--- config.mk ---
export PLATFORM = sky130hd
export DESIGN_NAME = port_chg_irq
export DESIGN_NICKNAME = d
export VERILOG_FILES = /design/src/rtl/chg_pkg.sv /design/src/rtl/chg_sync.sv /design/src/rtl/chg_snapshot.sv /design/src/rtl/chg_compare.sv /design/src/rtl/port_chg_irq.sv
export SDC_FILE = /design/constraint.sdc
export NUM_CORES = 1
export LEC_CHECK = 0
export BUFFER_PORTS_ARGS = -buffer_cell sky130_fd_sc_hd__buf_2
export CORE_UTILIZATION = 46
export CTS_CLUSTER_SIZE = 14
export DETAILED_ROUTE_END_ITERATION = 6
export GPL_TIMING_DRIVEN = 0
export PLACE_DENSITY_LB_ADDON = 0.25
export SYNTH_ARGS = -nofsm -noshare
export SYNTH_HDL_FRONTEND = slang
export SYNTH_SLANG_ARGS = --single-unit
--- constraint.sdc ---
create_clock -name clk -period 0.8 [get_ports clk]
set_input_delay 0.12 -clock clk [delete_from_list [all_inputs] [get_ports clk]]
set_output_delay 0.12 -clock clk [all_outputs]
set_load 0.01 [all_outputs]
--- src/rtl/chg_pkg.sv ---
package chg_pkg;
  // cause of a snapshot reload, for readability in the snapshot block
  typedef enum logic [1:0] {
    RLD_NONE = 2'b00,
    RLD_READ = 2'b01,
    RLD_STOP = 2'b10,
    RLD_BOTH = 2'b11
  } reload_e;

  localparam int MIN_SYNC_STAGES = 2;
endpackage

--- src/rtl/chg_sync.sv ---
module chg_sync #(
  parameter int WIDTH  = 8,
  parameter int STAGES = 2
) (
  input  logic             clk,
  input  logic             rst,
  input  logic [WIDTH-1:0] pins_in,
  output logic [WIDTH-1:0] sync_q
);
  localparam int TOP = STAGES - 1;

  for (genvar b = 0; b < WIDTH; b++) begin : g_bit
    logic [STAGES-1:0] chain;
    always_ff @(posedge clk) begin
      if (rst) chain <= {STAGES{pins_in[b]}};
      else     chain <= {chain[STAGES-2:0], pins_in[b]};
    end
    assign sync_q[b] = chain[TOP];
  end

  // cycles since reset, used only to arm the latency check
  logic [1:0] age;
  always_ff @(posedge clk) begin
    if (rst)              age <= 2'd0;
    else if (age != 2'd3) age <= age + 2'd1;
  end

  if (STAGES == 2) begin : g_lat_chk

    sync_latency_chk: assert property (@(posedge clk) disable iff (rst)
      (age != 2'd0) |-> (sync_q == $past(pins_in, 2)));
  end
endmodule

--- src/rtl/chg_snapshot.sv ---
module chg_snapshot
  import chg_pkg::*;
#(
  parameter int WIDTH = 8
) (
  input  logic             clk,
  input  logic             rst,
  input  logic [WIDTH-1:0] pins_in,
  input  logic [WIDTH-1:0] sync_q,
  input  logic             rd_strobe,
  input  logic             stop_pulse,
  input  logic             mask_we,
  input  logic [WIDTH-1:0] mask_wdata,
  output logic [WIDTH-1:0] snap_q,
  output logic [WIDTH-1:0] snap_d,
  output logic [WIDTH-1:0] mask_q,
  output logic             reload
);
  reload_e cause;

  always_comb begin
    cause  = reload_e'({stop_pulse, rd_strobe});
    reload = (cause != RLD_NONE);
    snap_d = reload ? sync_q : snap_q;
  end

  always_ff @(posedge clk) begin
    if (rst) snap_q <= pins_in;
    else     snap_q <= snap_d;
  end

  always_ff @(posedge clk) begin
    if (rst)          mask_q <= '1;
    else if (mask_we) mask_q <= mask_wdata;
  end


  stop_reload_chk: assert property (@(posedge clk) disable iff (rst)
    stop_pulse |=> (snap_q == $past(sync_q)));


  read_reload_chk: assert property (@(posedge clk) disable iff (rst)
    rd_strobe |=> (snap_q == $past(sync_q)));


  mask_load_chk: assert property (@(posedge clk) disable iff (rst)
    mask_we |=> (mask_q == $past(mask_wdata)));
endmodule

--- src/rtl/chg_compare.sv ---
module chg_compare #(
  parameter int WIDTH = 8
) (
  input  logic             clk,
  input  logic             rst,
  input  logic [WIDTH-1:0] sync_q,
  input  logic [WIDTH-1:0] snap_q,
  input  logic [WIDTH-1:0] snap_d,
  input  logic [WIDTH-1:0] mask_q,
  input  logic             reload,
  output logic             int_n
);
  logic [WIDTH-1:0] diff;
  logic             any_diff;

  always_comb begin
    diff     = (sync_q ^ snap_d) & mask_q;
    any_diff = |diff;
  end

  always_ff @(posedge clk) begin
    if (rst) int_n <= 1'b1;
    else     int_n <= ~any_diff;
  end


  mismatch_fires_chk: assert property (@(posedge clk) disable iff (rst)
    (!reload && ((sync_q ^ snap_q) & mask_q) != '0) |=> !int_n);


  match_releases_chk: assert property (@(posedge clk) disable iff (rst)
    (((sync_q ^ snap_q) & mask_q) == '0) |=> int_n);


  reset_idle_chk: assert property (@(posedge clk)
    rst |=> int_n);
endmodule

--- src/rtl/port_chg_irq.sv ---
module port_chg_irq
  import chg_pkg::*;
#(
  parameter int WIDTH       = 8,
  parameter int SYNC_STAGES = 2
) (
  input  logic             clk,
  input  logic             rst,
  input  logic [WIDTH-1:0] pins_in,
  input  logic             rd_strobe,
  input  logic             stop_pulse,
  input  logic             mask_we,
  input  logic [WIDTH-1:0] mask_wdata,
  output logic [WIDTH-1:0] port_value,
  output logic             int_n
);
  localparam int STAGES = (SYNC_STAGES < MIN_SYNC_STAGES) ? MIN_SYNC_STAGES : SYNC_STAGES;

  logic [WIDTH-1:0] sync_q;
  logic [WIDTH-1:0] snap_q;
  logic [WIDTH-1:0] snap_d;
  logic [WIDTH-1:0] mask_q;
  logic             reload;

  chg_sync #(.WIDTH(WIDTH), .STAGES(STAGES)) u_sync (
    .clk     (clk),
    .rst     (rst),
    .pins_in (pins_in),
    .sync_q  (sync_q)
  );

  chg_snapshot #(.WIDTH(WIDTH)) u_snap (
    .clk        (clk),
    .rst        (rst),
    .pins_in    (pins_in),
    .sync_q     (sync_q),
    .rd_strobe  (rd_strobe),
    .stop_pulse (stop_pulse),
    .mask_we    (mask_we),
    .mask_wdata (mask_wdata),
    .snap_q     (snap_q),
    .snap_d     (snap_d),
    .mask_q     (mask_q),
    .reload     (reload)
  );

  chg_compare #(.WIDTH(WIDTH)) u_cmp (
    .clk    (clk),
    .rst    (rst),
    .sync_q (sync_q),
    .snap_q (snap_q),
    .snap_d (snap_d),
    .mask_q (mask_q),
    .reload (reload),
    .int_n  (int_n)
  );

  assign port_value = sync_q;


  host_clear_chk: assert property (@(posedge clk) disable iff (rst)
    (rd_strobe || stop_pulse) |=> int_n);
endmodule

; ---- Word level (Yosys, flattened, before mapping)
; Index checks and enable logic that the tools add are counted.
[totals]
regBits = 33
out_inout_bits = 9
[op_classes]
mux = 10
n_bitwise = 3
n_reduce_logical = 2
[ops]
columns = operator, n
row1 = $mux W2, 8
row2 = $mux W8, 2
row3 = $and A8 B8 Y8, 1
row4 = $reduce_or A8 Y1, 1
row5 = $xor A8 B8 Y8, 1
row6 = $reduce_bool A2 Y1, 1
row7 = $not A1 Y1, 1

; ---- Longest topological paths before layout
[logic_depth]
depth_word = 6
ltp_mapped = 4
depth_no_buf = 4

; ---- Cells and area by module
; A second synthesis with hierarchy kept.
[hier_totals]
hier_cells = 126
hier_area_um2 = 1432.6
[modules_own_cells]
columns = mod, instances, cells_each, area_per_inst_um2, seq_area_each_um2
row1 = chg_snapshot, 1, 79, 790.8, 320.3
row2 = chg_sync, 1, 33, 511.7, 320.3
row3 = chg_compare, 1, 14, 130.1, 20.0

; ---- Least setup slack after synthesis
; OpenSTA, ideal clock, no wires.
[synth_path]
kind = register to register
start = register u_snap.snap_q[1]
end = register u_cmp.int_n
arrival_time_ns = 0.792
required_time_ns = 0.737
path_slack_ns = -0.054
stages_incl_launch_ff = 5
path_buffers = 0
synth_period_minus_slack_ns = 0.854
cell_sequence = dfxtp_1 -> xor2_1 -> a22oi_1 -> nand4_1 -> nand3b_1
[synth_via]
elab_chain_cells = 5
[synth_rtl]
columns = item, line
row1 = start: declaration, chg_snapshot.sv:14  ; output logic [WIDTH-1:0] snap_q,
row2 = start signal: assignment, chg_snapshot.sv:28  ; if (rst) snap_q <= pins_in;
row3 = start signal: assignment, chg_snapshot.sv:29  ; else snap_q <= snap_d;
row4 = $mux W8, chg_snapshot.sv:24  ; snap_d = reload ? sync_q : snap_q;
row5 = $xor A8 B8 Y8, chg_compare.sv:17  ; diff = (sync_q ^ snap_d) & mask_q;
row6 = $and A8 B8 Y8, chg_compare.sv:17
row7 = $reduce_or A8 Y1, chg_compare.sv:18  ; any_diff = |diff;
row8 = $not A1 Y1, chg_compare.sv:23  ; else int_n <= ~any_diff;
row9 = end signal: assignment, chg_compare.sv:23
row10 = end: declaration, chg_compare.sv:11  ; output logic int_n
; Every way passes these cells.
; A chain may end at the register's enable or synchronous reset.

; ---- Worst setup path in the final report
[layout_path]
start = register u_sync.g_bit[1].chain[1]
end = output port_value[1]
[layout_rtl]
columns = item, line
row1 = start: declaration, chg_sync.sv:13  ; logic [STAGES-1:0] chain;
row2 = start signal: assignment, chg_sync.sv:15  ; if (rst) chain <= {STAGES{pins_in[b]}};
row3 = start signal: assignment, chg_sync.sv:16  ; else chain <= {chain[STAGES-2:0], pins_in[b]};
row4 = end: declaration, port_chg_irq.sv:14  ; output logic [WIDTH-1:0] port_value,
; No word-level cell between the ends.

==> flow_summary_export.csv <==
group,metric,value,unit
sta,finalHoldViolCount,5,
status,status,"complete, but fails checks",
sta,worst_slack,-0.2274,ns
layout,nNetsFinal,183,
sta,fmax,0.9733,GHz
sta,setup_viol,15,
layout,fin_util,68.22,%
yosys,syn_area,0.001229,mm^2
pwr,pwr-share-clk,33.1,%
worst_setup_path,crit_end,"port_value[1]",
yosys,synth-seq-cells,33,
worst_setup_path,arrival,0.91,ns
clock_tree,cts.sinks,33,
sta,min_period,1.027,ns
clock_tree,postCtsHoldBufs,9,
worst_setup_path,worst_r2r_endpoint,"u_cmp.int_n",
global_route,track_usage,21.08,%
pwr,intPower,2.752,mW
drt,drtIter0Drc,5,
worst_setup_path,cpPeakStageDelay,0.35,ns
yosys,async_flop_share,0,%
drt,drc,0,
worst_setup_path,timing.critical_path.from,"u_sync.g_bit[1].chain[1]",
layout,drive_gt1_share,43.21,%
pwr,switching_power,0.8758,mW
drt,wirelength,2496,um
die,coreArea,0.002500,mm^2
global_route,grt_pass1_wl,4002,um
layout,diodes,0,
sta,whs,-0.01319,ns
pwr,p_leak,0.7924,nW
yosys,yosys_warnings,0,
yosys,syn-num-nets,137,
pwr,seq_power_share,51.4,%
yosys,synth_top_area_share,53.77,%
worst_setup_path,cp_top_family,"flip-flops",
die,die_width,53.68,um
sta,period_share,128.4,%
worst_setup_path,critPathMaxFanout,3,
layout,final_area,0.001705,mm^2
global_route,grt_pass1_vias,940,
worst_setup_path,rr_worst_depth,5,
hold_path,hold_path_depth,2,
yosys,synth_cells,116,
global_route,antenna_found_initial,0,
status,violations,"hold timing, setup timing",
drt,first_pass_iters,4,
worst_setup_path,worstSetupEndpointType,"output port",
layout,syn2layout_area_growth,38.80,%
yosys,yosysUniqueCellTypes,18,
sta,relSlewSlack,84.86,%
pwr,vdd.ir_drop.worst,1.598,mV
placed_design,dp_hpwl,1576,um
global_route,grt-ovfl-total,0,
pwr,p_comb_share,15.6,%
drt,vias_per_cell,4.891,
pwr,switching_share,24.14,%
yosys,synth_top_area_cell,"dfxtp_1",
worst_setup_path,crit_slowest_cell,"dfxtp_2",
die,die_h,53.68,um
worst_setup_path,start_kind,"register",
placed_design,place_congestion,0.7058,
global_route,grt_max_degree,11,
yosys,ys_dominant_reg_cell,"dfxtp_1",
clock_tree,cts_max_path_buffers,2,
worst_setup_path,path_class,"reg2out",
die,ios,30,
clock_tree,cts_tree,"yes",
clock_tree,clockRootBuffer,"clkbuf_4",
worst_setup_path,worstPathCellList,"buf_6 -> buf_6",
die,start_util,49.15,%
yosys,synth_area_leaders,"dfxtp_1 (54%), mux2i_1 (6.5%), xor2_1 (5.7%), a211o_2 (4.9%), buf_4 (4.9%)",
yosys,synth_edf_count,0,
pwr,powerDensity,2127,mW/mm^2
worst_setup_path,path_buf_inv,2,
worst_setup_path,reg2reg_from,"u_sync.g_bit[3].chain[1]",
sta,grt_setup_unrepaired,"yes",
clock_tree,worstSkewPairLatency,0.34,ns
sta,skew,0.007363,ns
drt,ant_nets,0,
yosys,ys_seq_area_share,53.77,%
clock_tree,htreeDepth,2,
placed_design,port_buffers,29,
placed_design,place_area,0.001414,mm^2
die,die_area,0.002882,mm^2
clock_tree,clkTransAtPathRegs,0.10,ns
drt,post_drt_wl_per_cell,13.00,um
pwr,finalPower,3.628,mW
sta,slew_violations,0,
worst_setup_path,path_common_cell,"buf_6",
worst_setup_path,r2r_setup_slack,-0.17,ns
flow_run,maxCapViolations,0,
worst_setup_path,crit_cells,2,
hold_path,min-delay-path-class,"in2reg",
worst_setup_path,required,0.68,ns
die,rows,18,
placed_design,dp_slack,-0.1493,ns
clock_tree,cts_buffers,5,
drt,vias,939,
yosys,syn_avg_cell_area,10.59,um^2
yosys,synth_most_common_cell,"dfxtp_1",
sta,tightest_slew,0.2272,ns
cell usage in the layout (no fill, tap or decap), types with 2 or more instances in the layout:
| cell | synthesis | final |
|---|---|---|
| buf_2 | 2 | 22 |
| dfxtp_1 | 33 | 22 |
| buf_6 | 1 | 19 |
| dfxtp_2 | 0 | 11 |
| dlygate4sd3_1 | 0 | 9 |
| mux2i_1 | 8 | 8 |
| nand2_1 | 8 | 8 |
| o21ai_1 | 8 | 8 |
| inv_1 | 8 | 8 |
| o21ai_0 | 8 | 8 |
| nor2b_1 | 8 | 7 |
| xor2_1 | 8 | 7 |
| a211o_2 | 6 | 6 |
| clkbuf_4 | 0 | 5 |
| a22oi_1 | 4 | 3 |
| a211o_1 | 2 | 2 |
worst register-to-register path, cell delays in order, from the launching register on:
cell and delay (ns):
dfxtp_2 0.35, buf_6 0.11, xor2_2 0.14, a22oi_2 0.12, nand4_1 0.10, nand3b_1 0.10
per-layer routing:
| metal | share of wire [%] | global-route usage, % | vias up |
|---|---|---|---|
| met2 | 52 | 37.04 | 24 |
| met5 | 0 | 0 | - |
| met3 | 3.4 | 5.932 | 10 |
| met4 | 3.1 | 13.16 | 0 |
| met1 | 41 | 21.82 | 434 |
| li1 | - | - | 471 |
layout make-up:
type / count / area, um^2
Fill cell: 206 / 794.5
Sequential cell: 33 / 674.4
Multi-Input combinational cell: 63 / 471.7
Timing Repair Buffer: 39 / 302.8
Buffer: 12 / 116.4
Clock buffer: 5 / 37.54
Tap cell: 30 / 37.54
Clock inverter: 2 / 35.03
Inverter: 8 / 30.03
worst min path at each step:
stage	start	end	slack [ns]
finish	mask_wdata[6]	u_snap.mask_q[6]	-0.01
global route	mask_wdata[2]	u_snap.mask_q[2]	-0.02
CTS	mask_wdata[3]	u_snap.mask_q[3]	-0.02
detailed placement	pins_in[3]	u_sync.g_bit[3].chain[0]	0.24
global placement	pins_in[6]	u_sync.g_bit[6].chain[0]	0.24
floorplan	pins_in[0]	u_sync.g_bit[0].chain[0]	0.15
state kept, by name, indices dropped and copies added, names as in the netlist:
register            count
u_cmp.int_n             1
u_snap.mask_q           8
u_sync.g_bit.chain     16
u_snap.snap_q           8
cell families after synthesis:
family / after synthesis / synth area share [%]
buf+inv: 20 / 9.470
compound gates: 28 / 15.28
mux: 8 / 6.518
simple gates: 19 / 9.268
flops: 33 / 53.77
xor+xnor: 8 / 5.703
timing repair:
item,CTS,global route
setup buffers,1,0
endpoints found under the setup margin,14,16
pin swaps,1,1
resized for setup,26,5
endpoints found under the hold margin,21,7
through the flow:
step / setup TNS, ns / cells / hold WS, ns
CTS: -2.190 / 192 / -0.01837
global placement: -1.199 / 175 / 0.2370
detailed placement: -1.437 / 175 / 0.2382
global route: -2.607 / 192 / -0.02326
floorplan: -0.03843 / 116 / 0.1477
finish: -2.087 / 192 / -0.01319
power groups by stage:
stage | sequential (mW) | combinational, mW | clock [mW]
2_1_floorplan | 1.87 | 0.291 | 0
3_3_place_gp | 1.87 | 0.428 | 0
3_5_place_dp | 1.88 | 0.440 | 0
4_1_cts | 1.86 | 0.553 | 1.21
5_1_grt | 1.88 | 0.622 | 1.29
6_report | 1.86 | 0.565 | 1.20
Note: power is estimated with default switching activity, not from simulation.
